File: config.mk
export PLATFORM = sky130hd
export DESIGN_NAME = swm_top
export DESIGN_NICKNAME = d
export VERILOG_FILES = /design/src/rtl/swm_pkg.sv /design/src/rtl/swm_timing.sv /design/src/rtl/swm_ctrl.sv /design/src/rtl/swm_top.sv
export SDC_FILE = /design/constraint.sdc
export NUM_CORES = 1
export LEC_CHECK = 0
export BUFFER_PORTS_ARGS = -buffer_cell sky130_fd_sc_hd__buf_2
export CAP_MARGIN = 15
export CORE_MARGIN = 5
export CORE_UTILIZATION = 52
export CTS_CLUSTER_SIZE = 14
export DETAILED_ROUTE_END_ITERATION = 7
export PLACE_DENSITY_LB_ADDON = 0.15
export SYNTH_ARGS = -nofsm -noshare
export SYNTH_HDL_FRONTEND = slang
export SYNTH_SLANG_ARGS = --single-unit
File: constraint.sdc
create_clock -name clk -period 3.11 [get_ports clk]
set_clock_uncertainty 0.2 [all_clocks]
set_input_delay 0.1555 -clock clk [delete_from_list [all_inputs] [get_ports clk]]
set_output_delay 0.1555 -clock clk [all_outputs]
set_load 0.02 [all_outputs]
File: src/rtl/swm_pkg.sv
package swm_pkg;
  localparam int TICK_W = 10;

  // Normal-speed durations in ticks
  localparam int NRM_RST_LOW  = 480;
  localparam int NRM_RST_SAMP = 550;
  localparam int NRM_RST_END  = 960;
  localparam int NRM_LOW0     = 60;
  localparam int NRM_LOW1     = 6;
  localparam int NRM_SAMP     = 15;
  localparam int NRM_END      = 64;
  // Overdrive durations in ticks
  localparam int OVD_RST_LOW  = 48;
  localparam int OVD_RST_SAMP = 55;
  localparam int OVD_RST_END  = 96;
  localparam int OVD_LOW0     = 6;
  localparam int OVD_LOW1     = 1;
  localparam int OVD_SAMP     = 2;
  localparam int OVD_END      = 8;

  typedef struct packed {
    logic        start;
    logic        rstOp;
    logic        ovd;
    logic        txBit;
    logic [3:0]  port;
    logic [15:0] div;
  } swmCmd_t;
endpackage

File: src/rtl/swm_timing.sv
module swm_timing
  import swm_pkg::*;
#(
  parameter int NUM_PORTS = 4
) (
  input  logic                 clk,
  input  logic                 rstN,
  input  swmCmd_t              cmd,
  input  logic [NUM_PORTS-1:0] busSense,
  output logic [NUM_PORTS-1:0] busPullLow,
  output logic                 opDone,
  output logic                 rxBit
);
  logic              busy;
  logic [15:0]       preCnt, divQ;
  logic [TICK_W-1:0] tickCnt, lowLen, sampAt, endAt;
  logic              rstQ, ovdQ, bitQ, rxQ;
  logic [3:0]        portQ;
  logic [NUM_PORTS-1:0] selMask;
  logic              tick, pullActive, senseSel;

  always_comb begin
    if (rstQ) begin
      lowLen = ovdQ ? TICK_W'(OVD_RST_LOW)  : TICK_W'(NRM_RST_LOW);
      sampAt = ovdQ ? TICK_W'(OVD_RST_SAMP) : TICK_W'(NRM_RST_SAMP);
      endAt  = ovdQ ? TICK_W'(OVD_RST_END)  : TICK_W'(NRM_RST_END);
    end else begin
      if (ovdQ) lowLen = bitQ ? TICK_W'(OVD_LOW1) : TICK_W'(OVD_LOW0);
      else      lowLen = bitQ ? TICK_W'(NRM_LOW1) : TICK_W'(NRM_LOW0);
      sampAt = ovdQ ? TICK_W'(OVD_SAMP) : TICK_W'(NRM_SAMP);
      endAt  = ovdQ ? TICK_W'(OVD_END)  : TICK_W'(NRM_END);
    end
  end

  assign tick       = busy && (preCnt == divQ);
  assign pullActive = busy && (tickCnt < lowLen);
  assign opDone     = tick && (tickCnt == endAt - TICK_W'(1));
  assign senseSel   = ~|(~busSense & selMask);
  assign rxBit      = rxQ;

  for (genvar i = 0; i < NUM_PORTS; i++) begin : g_port
    assign selMask[i]    = (portQ == 4'(i));
    assign busPullLow[i] = pullActive && selMask[i];
  end

  always_ff @(posedge clk) begin
    if (!rstN) begin
      busy <= 1'b0; preCnt <= '0; divQ <= '0; tickCnt <= '0;
      rstQ <= 1'b0; ovdQ <= 1'b0; bitQ <= 1'b1; portQ <= '0; rxQ <= 1'b1;
    end else if (cmd.start) begin
      busy <= 1'b1; preCnt <= '0; tickCnt <= '0; divQ <= cmd.div;
      rstQ <= cmd.rstOp; ovdQ <= cmd.ovd; bitQ <= cmd.txBit; portQ <= cmd.port;
    end else if (busy) begin
      if (tick) begin
        preCnt  <= '0;
        tickCnt <= tickCnt + TICK_W'(1);
        if (tickCnt == sampAt - TICK_W'(1)) rxQ <= senseSel;
        if (opDone) busy <= 1'b0;
      end else begin
        preCnt <= preCnt + 16'd1;
      end
    end
  end

  p_one_line_r8: assert property (@(posedge clk) disable iff (!rstN)
    $onehot0(busPullLow));
  p_pull_needs_busy_r4: assert property (@(posedge clk) disable iff (!rstN)
    (|busPullLow) |-> busy);
  p_tick_bound_r11: assert property (@(posedge clk) disable iff (!rstN)
    busy |-> (tickCnt < endAt));
  p_no_restart_r9: assert property (@(posedge clk) disable iff (!rstN)
    busy |-> !cmd.start);
endmodule

File: src/rtl/swm_ctrl.sv
module swm_ctrl
  import swm_pkg::*;
#(
  parameter int          ADDR_W      = 4,
  parameter logic [15:0] DIV_NRM_RST = 16'd175,
  parameter logic [15:0] DIV_OVD_RST = 16'd62
) (
  input  logic              clk,
  input  logic              rstN,
  input  logic [ADDR_W-1:0] regAddr,
  input  logic              regWrEn,
  input  logic [31:0]       regWrData,
  output logic [31:0]       regRdData,
  input  logic              opDone,
  input  logic              rxBit,
  output swmCmd_t           cmd,
  output logic              irqOut
);
  logic        dataQ, rstQ, ovdQ, cycQ, pwrQ, flagQ, ienQ;
  logic [3:0]  selQ;
  logic [15:0] pwrFieldQ, divNrm, divOvd;
  logic        csrSel, cdrSel, acceptCsr;
  logic [31:0] csrWord;

  assign csrSel    = (regAddr == ADDR_W'(0));
  assign cdrSel    = (regAddr == ADDR_W'(4));
  assign acceptCsr = regWrEn && csrSel && !cycQ;

  assign cmd.start = acceptCsr && regWrData[3];
  assign cmd.rstOp = regWrData[1];
  assign cmd.ovd   = regWrData[2];
  assign cmd.txBit = regWrData[0];
  assign cmd.port  = regWrData[11:8];
  assign cmd.div   = regWrData[2] ? divOvd : divNrm;

  assign csrWord = {pwrFieldQ, 4'b0, selQ, ienQ, flagQ, 1'b0, pwrQ,
                    cycQ, ovdQ, rstQ, dataQ};
  assign regRdData = csrSel ? csrWord : (cdrSel ? {divOvd, divNrm} : 32'd0);
  assign irqOut = flagQ && ienQ;

  always_ff @(posedge clk) begin
    if (!rstN) begin
      dataQ <= 1'b0; rstQ <= 1'b0; ovdQ <= 1'b0; cycQ <= 1'b0; pwrQ <= 1'b0;
      flagQ <= 1'b0; ienQ <= 1'b0; selQ <= '0; pwrFieldQ <= '0;
      divNrm <= DIV_NRM_RST; divOvd <= DIV_OVD_RST;
    end else begin
      if (acceptCsr) begin
        dataQ     <= regWrData[0];
        rstQ      <= regWrData[1];
        ovdQ      <= regWrData[2];
        cycQ      <= regWrData[3];
        pwrQ      <= regWrData[4];
        ienQ      <= regWrData[7];
        selQ      <= regWrData[11:8];
        pwrFieldQ <= regWrData[31:16];
        flagQ     <= 1'b0;
      end else if (opDone) begin
        cycQ  <= 1'b0;
        dataQ <= rxBit;
        flagQ <= 1'b1;
      end
      if (regWrEn && cdrSel) begin
        divNrm <= regWrData[15:0];
        divOvd <= regWrData[31:16];
      end
    end
  end

  p_done_while_busy_r3: assert property (@(posedge clk) disable iff (!rstN)
    opDone |-> cycQ);
  p_flag_on_done_r10: assert property (@(posedge clk) disable iff (!rstN)
    opDone |=> (flagQ && !cycQ));
  p_irq_idle_r10: assert property (@(posedge clk) disable iff (!rstN)
    irqOut |-> !cycQ);
  p_busy_write_ignored_r9: assert property (@(posedge clk) disable iff (!rstN)
    (cycQ && regWrEn && csrSel && !opDone) |=>
      (cycQ && $stable(selQ) && $stable(ovdQ) && $stable(ienQ) && $stable(pwrFieldQ)));
endmodule

File: src/rtl/swm_top.sv
module swm_top
  import swm_pkg::*;
#(
  parameter int          NUM_PORTS   = 4,
  parameter int          ADDR_W      = 4,
  parameter logic [15:0] DIV_NRM_RST = 16'd175,
  parameter logic [15:0] DIV_OVD_RST = 16'd62
) (
  input  logic                 clk,
  input  logic                 rstN,
  input  logic [ADDR_W-1:0]    regAddr,
  input  logic                 regWrEn,
  input  logic [31:0]          regWrData,
  output logic [31:0]          regRdData,
  output logic [NUM_PORTS-1:0] busPullLow,
  input  logic [NUM_PORTS-1:0] busSense,
  output logic                 irqOut
);
  swmCmd_t cmd;
  logic    opDone, rxBit;

  swm_ctrl #(.ADDR_W(ADDR_W), .DIV_NRM_RST(DIV_NRM_RST), .DIV_OVD_RST(DIV_OVD_RST)) u_ctrl (
    .clk(clk), .rstN(rstN), .regAddr(regAddr), .regWrEn(regWrEn),
    .regWrData(regWrData), .regRdData(regRdData), .opDone(opDone),
    .rxBit(rxBit), .cmd(cmd), .irqOut(irqOut));

  swm_timing #(.NUM_PORTS(NUM_PORTS)) u_timing (
    .clk(clk), .rstN(rstN), .cmd(cmd), .busSense(busSense),
    .busPullLow(busPullLow), .opDone(opDone), .rxBit(rxBit));
endmodule

Yosys cells after proc, flatten, opt, wreduce, memory -nomap -nowiden
Cells that the tools add are included.
- register bits: 110
- output and inout port bits: 37
- input port bits: 43
- word-level logic and storage cells: 81
- reductions and logical operators: 22
- order comparisons: 1
- equal/unequal tests: 7
- bitwise logic cells: 4
- mux-type cells: 23
- add/subtract/negate cells: 4
- operators by type and width (operator ; number):
    32-bit 2-to-1 mux ; 2
    10-bit 2-to-1 mux ; 6
    16-bit 2-to-1 mux ; 2
    10-bit equality test ; 2
    10-bit by 1-bit subtractor with 10-bit output (second input constant) ; 2
    16-bit by 1-bit adder with 16-bit output (second input constant) ; 1
    16-bit equality test ; 1
    1-bit logical AND ; 12
    10-bit by 1-bit adder with 10-bit output (second input constant) ; 1
    10-bit < comparator ; 1
    9-bit 2-to-1 mux ; 1
    4-bit by 2-bit equality test with 1-bit output (second input constant) ; 2
    4-bit logical NOT ; 2
    1-bit 2-to-1 mux ; 8
    7-bit 2-to-1 mux ; 1
    6-bit 2-to-1 mux ; 1
    4-bit AND ; 1
    4-bit by 1-bit equality test with 1-bit output (second input constant) ; 1
    4-bit by 3-bit equality test with 1-bit output (second input constant) ; 1
    4-bit 2-to-1 mux ; 1
    4-bit inverter ; 1
    4-bit AND reduction ; 1
    2-bit OR reduction ; 2
    4-bit OR reduction ; 1
    5 further kinds ; 7

Longest topological paths before layout
Gate-level depths: netlist of the first run.
- depth after elaboration: 9
- mapped depth: 9
- gate-level depth less buffers: 9

Cells and area by module
A second synthesis of the first run with hierarchy kept.
- cells, all modules: 638
- area, all modules: 5743.0 um2
- modules (own cells, without submodules) (module ; area each (um2) ; times used ; sequential area each (um2) ; cells each):
    swm_timing ; 2906.5 ; 1 ; 1021.0 ; 321
    swm_ctrl ; 2836.5 ; 1 ; 1181.1 ; 317

Least setup slack after synthesis of the first run
No wires, ideal clock.
- path type: flip-flop to output port
- start: register u_timing.ovdQ
- end: output port busPullLow[3]
- path slack: 0.353 ns
- buffers on the path: 0
- arrival: 2.401 ns
- stages on the path, launching flop included: 9
- required time: 2.754 ns
- cell sequence: dfxtp_1 inv_1 ha_1 inv_1 ha_1 a21o_1 a2111oi_0 nand3_1 a21oi_1
- longest elaborated chain between the ends: 5
- elaborated cells between the ends (all ways): 6
- those cells by class: order compare: 1; mux: 3; reduce/logical: 2
- ends and longest elaborated chain (item ; RTL line ; text):
    start, declared ; swm_timing.sv:17 ; logic rstQ, ovdQ, bitQ, rxQ;
    start signal, assigned ; swm_timing.sv:52 ; rstQ <= cmd.rstOp; ovdQ <= cmd.ovd; bitQ <= cmd.txBit; portQ <= cmd.port;
    10-bit 2-to-1 mux or 9-bit 2-to-1 mux (tied branches) ; swm_timing.sv:28, swm_timing.sv:24 ;
    10-bit 2-to-1 mux * ; swm_timing.sv:23 ; if (rstQ) begin
    10-bit < comparator * ; swm_timing.sv:36 ; assign pullActive = busy && (tickCnt < lowLen);
    1-bit logical AND * ; swm_timing.sv:36 ;
    1-bit logical AND * ; swm_timing.sv:43 ; assign busPullLow[i] = pullActive && selMask[i];
    end, declared ; swm_top.sv:15 ; output logic [NUM_PORTS-1:0] busPullLow,
Mark *: on every way between the ends. The rest lies on a longest branch, timed or not.

Worst setup path after layout of the first run
- start: register u_timing.ovdQ
- end: output port busPullLow[2]
The elaborated chain is that of the path after synthesis.

==> results of run 1 <==
[what timing repair did]
item | CTS | global route
resized for setup | 0 | 5
hold endpoints to repair | 62 | 0
endpoints found under the setup margin | 0 | 4
hold buffers | 32 | 0
[final cells by class]
cell class	count	area [sq um]
Tap cell	140	175.2
Clock buffer	10	137.6
Inverter	12	45.04
Sequential cell	110	2207
Clock inverter	6	52.55
Timing Repair Buffer	125	820.8
Multi-Input combinational cell	501	3233
Fill cell	948	4026
[sequential cells by signal, indices dropped and copies added, names as in the netlist, 4 cells and up]
signal / count
u_ctrl.divNrm: 16
u_ctrl.selQ: 4
u_timing.preCnt: 16
u_timing.tickCnt: 10
u_ctrl.divOvd: 16
u_ctrl.pwrFieldQ: 16
u_timing.divQ: 16
u_timing.portQ: 4
[cell families (layout without fill, tap and decap cells)]
group           Yosys count  after routing
simple gates            286            286
compound gates          135            135
flops                   110            110
buf+inv                  53            153
xor+xnor                 38             38
mux                      24             24
fa+ha+maj                18             18
[worst paths after layout]
path / end / slack, ns / cells past startpoint
min: u_ctrl.dataQ$_SDFFE_PN0P_ / 0.06 / 4
max reg2reg: u_timing.preCnt[2]$_SDFFE_PP0P_ / 0.74 / 5
max: busPullLow[2] / 0.19 / 10
min reg2reg: u_ctrl.pwrFieldQ[14]$_SDFFE_PN0P_ / 0.26 / 2
[worst max-delay path: stages (launching register included)]
cell	delay, ns
dfxtp_4	0.38
inv_1	0.13
ha_1	0.20
inv_1	0.08
ha_1	0.29
a21o_1	0.19
a2111oi_2	0.34
buf_4	0.18
nand3b_1	0.08
a21oi_1	0.13
buf_2	0.18
[where the power goes]
group          total (W)  internal (W)  switching [W]
sequential       0.00143       0.00142      0.0000129
combinational   0.000217      0.000102       0.000115
clock           0.000839      0.000328       0.000511
total            0.00249       0.00185       0.000639
[cell usage in the layout (no fill, tap or decap), drive strengths merged, types with 3 or more instances in the layout]
| master | instances |
|---|---|
| buf | 93 |
| or2 | 4 |
| dlygate4sd3 | 32 |
| dfxtp | 110 |
| nor2b | 4 |
| nand3b | 6 |
| or3 | 5 |
| a21oi | 14 |
| inv | 15 |
| nor4 | 12 |
| nor2 | 25 |
| nand2 | 164 |
| or4 | 3 |
| and2 | 9 |
| nand3 | 22 |
| xor2 | 25 |
| nor3 | 6 |
| nand2b | 3 |
| and3 | 3 |
| clkbuf | 10 |
| a21boi | 53 |
| ha | 18 |
| mux2i | 23 |
| o211a | 17 |
| nor4b | 3 |
| nand4 | 11 |
| a22o | 27 |
| o21ai | 10 |
| xnor2 | 13 |
[per-stage QoR]
| step | total power [W] | area, sq um | utilization, % |
|---|---|---|---|
| final | 0.002490 | 6671 | 62.36 |
| after global placement | 0.001648 | 6150 | 57.49 |
| after CTS | 0.002520 | 6660 | 62.26 |
| after floorplan | 0.001572 | 5622 | - |
| after detailed placement | 0.001652 | 6150 | 57.49 |
| after global routing | 0.002603 | 6671 | 62.36 |
[routing by layer]
| layer | part of all wire [%] | vias to the layer above | GRT usage, % |
|---|---|---|---|
| met5 | 0 | - | 0 |
| met1 | 44 | 2409 | 29.03 |
| met2 | 50 | 122 | 40.36 |
| met4 | 0.90 | 0 | 5.701 |
| met3 | 4.8 | 12 | 5.040 |
| li1 | - | 2496 | - |
==> results.json, run 1 <==
{
  "synthTopCellsByArea": "dfxtp_1 (39%), nand2_1 (11%), a21boi_0 (6.9%)",
  "finalHoldViolations": 0,
  "viasPerCell": 5.574,
  "clk_pin_slew_worst_paths_ns": 0.10,
  "setup_violations": 0,
  "start_util_pct": 52.55,
  "syn_nets": 725,
  "postSynth.asyncResetShare_pct": 0,
  "clock.fmax_mhz": 342.5,
  "grt_pass1_vias": 4957,
  "yosys.area_share.simple_pct": 24.26,
  "fp.dieW_um": 114.0,
  "avgSynthCellArea_sq_um": 8.466,
  "synth_common_cells": "nand2_1 (164), dfxtp_1 (110), a21boi_0 (52)",
  "min-delay-start": "regWrEn",
  "fin_ws_ns": 0.1902,
  "clock_latency_ns": 0.38,
  "critPathLaunch": "u_timing.ovdQ$_SDFFE_PN0P_",
  "grt_usage_pct": 23.12,
  "drc": 0,
  "antenna_left": 0,
  "die_area_sq_mm": 0.01299,
  "clock_path_buffers": 2,
  "ir_drop_uv": 338.7,
  "die_y_um": 114.0,
  "ys_ff_latch": 110,
  "cp-end-kind": "output port",
  "layout_min_cycle_time_ns": 2.920,
  "synth.largest_area_cell": "dfxtp_1",
  "grt.overflow.total": 0,
  "cp-start-kind": "flop",
  "cts_made_buffers": 9,
  "cts_root_buf": "clkbuf_8",
  "ys_warn_count": 0,
  "synth_top_area_share_pct": 39.17,
  "drive_above_1_share_pct": 16.75,
  "wire_per_inst_um": 16.25,
  "place_congestion": 0.8745,
  "status": "finished, final reports clean",
  "grt_pass1_wl_um": 24480,
  "rsz0062_at_grt": "no",
  "critical_path_class": "reg -> out",
  "syn-cell-area_sq_mm": 0.005622,
  "slew-limit-headroom_pct": 54.42,
  "grt_start_max_net_pins": 48,
  "fin_crit_sh_pct": 93.89,
  "area_growth_syn_to_layout_pct": 18.67,
  "critPathArrivalTime_ns": 2.56,
  "core-area_sq_mm": 0.01070,
  "synth-xor-area-share_pct": 5.920,
  "ys.flop_type": "dfxtp_1",
  "grt_antenna_before_repair": 0,
  "htreeDepth": 3,
  "synth_cells": 664,
  "power_density_mw_per_mm2": 373.2,
  "synth-edff-count": 0,
  "place_ws_ns": 0.4383,
  "cts_tree": "done",
  "drt_iter0_drc": 329,
  "ios": 80,
  "synthDistinctLibCells": 52,
  "slew_violations": 0,
  "yosysSeqAreaShare_pct": 39.17,
  "hold_class": "in -> reg",
  "synth_top_family_by_area": "simple AND/OR/NAND/NOR gates",
  "dp_hpwl_um": 9982,
  "drt-total-wl_um": 14690,
  "nets": 820,
  "worst_slew_pin_slew_ns": 0.6823,
  "cts_num_sinks": 110,
  "tns_ns": 0,
  "portBuffers": 79,
  "drt-pass1-iter-count": 6,
  "leakagePower_nw": 2.921,
  "stdcell_count": 904,
  "drv_cap": 0,
  "cts_setup_buffers": 0,
  "dp.cells": 856,
  "worst_hold_slack_ns": 0.05853,
  "synthAdderAreaFrac_pct": 4.006,
  "cp.required_ns": 2.75,
  "synth_most_common_cell": "nand2_1",
  "antenna_cells": 0,
  "synthMuxAreaShare_pct": 4.496,
  "synth_compound_area_share_pct": 18.41,
  "num_rows": 38,
  "vias": 5039,
  "cp_max_fo": 6,
  "timing.rr.start": "u_timing.preCnt[2]$_SDFFE_PP0P_"
}
Power figures use the tool's default switching activity.
==> inputs of run 2 (changes only) <==
- ABC_AREA: unset -> 1
- CORE_UTILIZATION: 52 -> 58
- HOLD_SLACK_MARGIN: unset -> 0.03
==> run 2 against run 1 <==
Critical path type unchanged. Core utilization is 6.4 points higher. Total power grew 2.4%. Die area decreased by 8.8%. Critical path depth stayed put. Cell count rose by 17%. Sequential power is essentially flat. Largest cell class unchanged. Sequential share of layout area grew 0.14 points. Synthesized cell count increased by 25%. Critical endpoint unchanged. Flip-flop and latch count unchanged. Maximum frequency up 6.5%. Global-route usage up 3.0 points. Clock power grew 5.2%.
==> results.json, run 2 <==
{
  "status": "finished, final reports clean",
  "nets": 980,
  "die_y_um": 108.8,
  "yosysSeqAreaShare_pct": 38.87,
  "grt.overflow.total": 0,
  "worst_hold_slack_ns": 0.04498,
  "power_density_mw_per_mm2": 384.8,
  "synth.largest_area_cell": "dfxtp_1",
  "dp_hpwl_um": 10590,
  "ys_warn_count": 0,
  "internal_power_w": 0.001905,
  "postSynth.asyncResetShare_pct": 0,
  "final_common_cell": "nand2_1",
  "cp.required_ns": 2.75,
  "cts_root_buf": "clkbuf_8",
  "htreeDepth": 3,
  "layout_common_cells": "nand2_1 (180), dfxtp_1 (110), nor2_1 (105), inv_1 (95), o21ai_0 (95)",
  "cts_made_buffers": 9,
  "layout_min_cycle_time_ns": 2.741,
  "syn_nets": 888,
  "slew_violations": 0,
  "hold_class": "in -> reg",
  "cp-end-kind": "output port",
  "ios": 80,
  "switching_share_pct": 25.33,
  "area_growth_syn_to_layout_pct": 17.01,
  "clock.fmax_mhz": 364.9,
  "fp.dieW_um": 108.8,
  "core-area_sq_mm": 0.009639,
  "avgSynthCellArea_sq_um": 6.851,
  "drive_above_1_share_pct": 11.90,
  "antenna_cells": 0,
  "die_area_sq_mm": 0.01185,
  "clk_pin_slew_worst_paths_ns": 0.11,
  "grt_pass1_wl_um": 24760,
  "antenna_left": 0,
  "grt_usage_pct": 26.10,
  "drt_iter0_drc": 370,
  "drt-pass1-iter-count": 5,
  "wire_per_inst_um": 14.14,
  "syn-cell-area_sq_mm": 0.005665,
  "rsz0062_at_grt": "no",
  "reg2reg_depth": 8,
  "synth_most_common_cell": "nand2_1",
  "start_util_pct": 58.77,
  "ys_ff_latch": 110,
  "switching_power_w": 0.0006460,
  "clock_path_buffers": 2,
  "setup_violations": 0,
  "cp-start-kind": "flop",
  "slew-limit-headroom_pct": 52.47,
  "ir_drop_uv": 325.2,
  "critical_path_class": "reg -> out",
  "cts_tree": "done",
  "synthDistinctLibCells": 38,
  "holdPathStages": 6,
  "p_clk_share_pct": 34.6,
  "grt_antenna_before_repair": 0,
  "drv_cap": 0,
  "synth_cells": 827,
  "worst_slew_pin_slew_ns": 0.7122,
  "tns_ns": 0,
  "leakagePower_nw": 2.887,
  "place_congestion": 0.8944,
  "vias": 5624,
  "place_ws_ns": 0.7779,
  "drc": 0,
  "fillCellCount": 903,
  "fin_ws_ns": 0.3692,
  "finalHoldViolations": 0,
  "viasPerCell": 5.321,
  "num_rows": 36,
  "synthTopCellsByArea": "dfxtp_1 (39%), nand2_1 (12%), o21ai_0 (8.4%)",
  "critPathArrivalTime_ns": 2.39,
  "grt_start_max_net_pins": 80,
  "grt_pass1_vias": 5284,
  "ys.flop_type": "dfxtp_1",
  "fin_crit_sh_pct": 88.13,
  "drt-total-wl_um": 14950,
  "synth_top_area_share_pct": 38.87,
  "clock_latency_ns": 0.38,
  "cts_num_sinks": 110,
  "synth_common_cells": "nand2_1 (180), dfxtp_1 (110), nor2_1 (105)",
  "portBuffers": 79,
  "cp_max_fo": 5,
  "synth-edff-count": 0,
  "p_seq_share_pct": 56.4,
  "p_comb_share_pct": 8.9
}
==> run 2: cell count changes after synthesis, sizes merged, moves of 17 or more <==
cell    change
a22o       -22
a21oi      +51
a21boi     -52
nand2      +17
nor2       +83
o21ai      +90
inv        +86
o211a      -17
mux2i      -23
==> run 2: cell type report <==
type,instances,area [sq um],share of cell area [%]
clock buffer,11,131.4,1.982
clock inverter,5,66.31,1.000
inverter,98,367.9,5.549
multi-input combinational,582,2919,44.04
sequential,110,2202,33.22
tap,133,166.4,2.510
timing repair buffer,118,775.7,11.70
==> run 2: path summary, 6_finish.rpt <==
kind	slack, ns	from	endpoint
setup / recovery	0.37	u_timing.ovdQ$_SDFFE_PN0P_	busPullLow[2]
setup reg to reg	0.63	u_timing.portQ[2]$_SDFFE_PN0P_	u_timing.rxBit$_SDFFE_PN1P_
hold reg to reg	0.27	u_timing.portQ[3]$_SDFFE_PN0P_	u_timing.portQ[3]$_SDFFE_PN0P_
hold / removal	0.04	regAddr[2]	u_timing.portQ[3]$_SDFFE_PN0P_
==> run 2: worst max-delay path: stages (launching register included) <==
cell and delay [ns]:
dfxtp_1 0.42, inv_1 0.15, ha_1 0.24, nor2_1 0.12
ha_1 0.25, a21oi_1 0.14, o21ai_0 0.10, nand2_1 0.07
nand4_1 0.18, nor2_1 0.15, buf_2 0.19
==> run 2: through the flow <==
step	util (%)	power (W)	instance area, sq um	instances
2_1_floorplan	-	0.001593	5665	827
3_3_place_gp	63.08	0.001657	6081	1006
3_5_place_dp	63.08	0.001662	6081	1006
4_1_cts	68.77	0.002564	6629	1057
5_1_grt	68.77	0.002649	6629	1057
6_report	68.77	0.002551	6629	1057
==> run 2: cells by family after synthesis <==
family,Yosys count,synth area share (%)
and+or+nand+nor,348,25.80
DFF,110,38.87
xor gates and xnor gates,19,2.937
buffers and inverters,135,9.607
adders and majority gates,18,3.975
AOI/OAI and AO/OA,197,18.82
==> run 2: what timing repair did <==
action | CTS | global route
setup buffers | 0 | 0
endpoints found under the hold margin | 64 | 0
resized for setup | 0 | 0
hold buffers | 35 | 0
==> run 2: per-layer routing <==
layer / share of wire, % / GRT usage, % / vias to the layer above
li1: - / - / 2873
met1: 44 / 33.69 / 2570
met2: 49 / 44.04 / 164
met3: 5.8 / 5.861 / 17
met4: 1.6 / 7.124 / 0
met5: 0 / 0 / -
==> run 2: power groups by stage <==
stage	logic [W]	clock network [W]	registers [W]
floorplan	0.000125	0	0.00147
detailed placement	0.000190	0	0.00147
finish	0.000228	0.000883	0.00144
global route	0.000253	0.000953	0.00144
CTS	0.000225	0.000900	0.00144
global placement	0.000185	0	0.00147
==> inputs of run 3 (changes only) <==
- RECOVER_POWER: unset -> 100
==> run 3 against run 2 <==
Sequential power about the same. Worst setup slack worse by 0.054 ns. Maximum frequency down 1.9%. Sequential share of layout area up 0.39 points. Cell count unchanged. Hold slack better by 0.057 ns. Combinational power down 2%. Flip-flop and latch count unchanged. Clock power about the same. Critical endpoint is now busPullLow[3]. Largest cell class unchanged.
==> results.json, run 3 (synthesis gave the netlist of run 2 again) <==
{
  "path_cells": "inv_1 -> ha_1 -> nor2_1 -> ha_1 -> a21oi_1 -> o21ai_0 -> nand2_1 -> nand4_1 -> nor2_1 -> clkbuf_1",
  "die_y_um": 108.8,
  "cts_tree": "done",
  "slew_violations": 0,
  "crit_buf_inv": 2,
  "p_seq_share_pct": 56.5,
  "htreeDepth": 3,
  "core-area_sq_mm": 0.009639,
  "clock_path_buffers": 2,
  "cts_made_buffers": 9,
  "r2r-end": "u_timing.divQ[11]$_SDFFE_PN0P_",
  "fin_ws_ns": 0.3154,
  "antenna_cells": 0,
  "grt_pass1_vias": 5284,
  "layout_min_cycle_time_ns": 2.795,
  "nets": 980,
  "register_area_sq_mm": 0.002202,
  "min-delay-start": "regWrEn",
  "multi_input_area_sq_mm": 0.002892,
  "clock_latency_ns": 0.38,
  "status": "finished, final reports clean",
  "ir_drop_uv": 323.4,
  "cts_resized": 0,
  "switching_power_w": 0.0006453,
  "drive_above_1_share_pct": 7.359,
  "fin_crit_sh_pct": 89.86,
  "portBuffers": 79,
  "drc": 0,
  "grt_antenna_before_repair": 0,
  "slowest_stage": "dfxtp_1",
  "critical_path_class": "reg -> out",
  "switching_share_pct": 25.33,
  "die_area_sq_mm": 0.01185,
  "r2r_slack_ns": 0.33,
  "drt-pass1-iter-count": 5,
  "cts_num_sinks": 110,
  "fillCellCount": 937,
  "hold_class": "in -> reg",
  "cts_root_buf": "clkbuf_8",
  "critPathArrivalTime_ns": 2.44,
  "tns_ns": 0,
  "place_ws_ns": 0.7779,
  "grt_start_max_net_pins": 80,
  "cp-end-kind": "output port",
  "drt_iter0_drc": 355,
  "p_comb_share_pct": 8.8,
  "grt.overflow.total": 0,
  "worst_slew_pin_slew_ns": 1.288,
  "start_util_pct": 58.77,
  "leakagePower_nw": 2.728,
  "setup_violations": 0,
  "grt_pass1_wl_um": 24760,
  "vias": 5628,
  "final_common_cell": "nand2_1",
  "dp_hpwl_um": 10590,
  "whs_endpoint": "u_ctrl.divOvd[2]$_SDFFE_PN1P_",
  "holdPathStages": 5,
  "area_growth_syn_to_layout_pct": 15.66,
  "num_rows": 36,
  "internal_power_w": 0.001902,
  "drt-total-wl_um": 14910,
  "slew-limit-headroom_pct": 14.13,
  "drv_cap": 0,
  "clock.fmax_mhz": 357.8,
  "fp.dieW_um": 108.8,
  "grt_usage_pct": 26.10,
  "finalHoldViolations": 0,
  "wire_per_inst_um": 14.11,
  "ios": 80,
  "reg2reg_depth": 6,
  "p_total_w": 0.002547,
  "critical-path-top-delay-family": "simple AND/OR/NAND/NOR gates",
  "layout_common_cells": "nand2_1 (180), dfxtp_1 (110), nor2_1 (107), o21ai_0 (100), inv_1 (97)",
  "place_congestion": 0.8944,
  "cp.required_ns": 2.75,
  "viasPerCell": 5.325,
  "p_clk_share_pct": 34.7,
  "clk_pin_slew_worst_paths_ns": 0.10,
  "timing.rr.start": "u_ctrl.cycQ$_SDFFE_PN0P_",
  "power_density_mw_per_mm2": 388.8,
  "rsz0062_at_grt": "no",
  "cp_max_fo": 5,
  "antenna_left": 0,
  "crit_path_max_incr_delay_ns": 0.42,
  "cp-start-kind": "flop"
}
run 3: power by group through the flow:
| stage | sequential [W] | clock [W] | combinational [W] |
|---|---|---|---|
| floorplan | 0.00147 | 0 | 0.000125 |
| global placement | 0.00147 | 0 | 0.000185 |
| detailed placement | 0.00147 | 0 | 0.000190 |
| CTS | 0.00144 | 0.000900 | 0.000225 |
| global route | 0.00144 | 0.000953 | 0.000249 |
| finish | 0.00144 | 0.000885 | 0.000223 |
run 3: area by class of cell:
class / count / area share (%)
Inverter: 98 / 5.614
Tap cell: 133 / 2.540
Multi-Input combinational cell: 582 / 44.13
Clock inverter: 5 / 1.012
Timing Repair Buffer: 118 / 11.09
Clock buffer: 11 / 2.005
Sequential cell: 110 / 33.61
run 3: worst max-delay path by stage:
stage	from	to	slack, ns	cells after the start
2_1_floorplan	u_timing.ovdQ$_SDFFE_PN0P_	busPullLow[0]	1.02	9
3_3_place_gp	regAddr[1]	u_ctrl.divNrm[13]$_SDFFE_PN0P_	0.88	8
3_5_place_dp	regAddr[1]	u_ctrl.divOvd[0]$_SDFFE_PN0P_	0.78	8
4_1_cts	u_timing.ovdQ$_SDFFE_PN0P_	busPullLow[3]	0.39	10
5_1_grt	u_timing.ovdQ$_SDFFE_PN0P_	busPullLow[0]	0.07	10
6_report	u_timing.ovdQ$_SDFFE_PN0P_	busPullLow[3]	0.32	10
run 3: worst register-to-register path, delay by kind of cell, from the launching register on:
kind	cells	cell delay [ns]
AOI/OAI and AO/OA	2	0.63
buffers and inverters	1	0.70
DFF	1	0.37
and+or+nand+nor	3	0.73
run 3: through the flow:
step                      instance area, sq um  hold WS [ns]  utilization (%)  instances
after global routing                      6553        0.1210            67.98       1057
final                                     6553        0.1024            67.98       1057
after floorplan                           5665       0.08182                -        827
after CTS                                 6629       0.03421            68.77       1057
after global placement                    6081        0.1844            63.08       1006
after detailed placement                  6081        0.1934            63.08       1006
run 3: layer usage:
metal | GRT usage, % | part of all wire, % | wire length (um) | vias up
met5 | 0 | 0 | 0 | -
met4 | 7.124 | 1.7 | 253 | 0
met3 | 5.861 | 5.2 | 774 | 19
met2 | 44.04 | 49 | 7248 | 150
met1 | 33.69 | 44 | 6633 | 2591
li1 | - | - | - | 2868
run 3: repair_timing:
item	CTS	global route
setup buffers	0	0
endpoints found under the hold margin	64	0
hold buffers	35	0
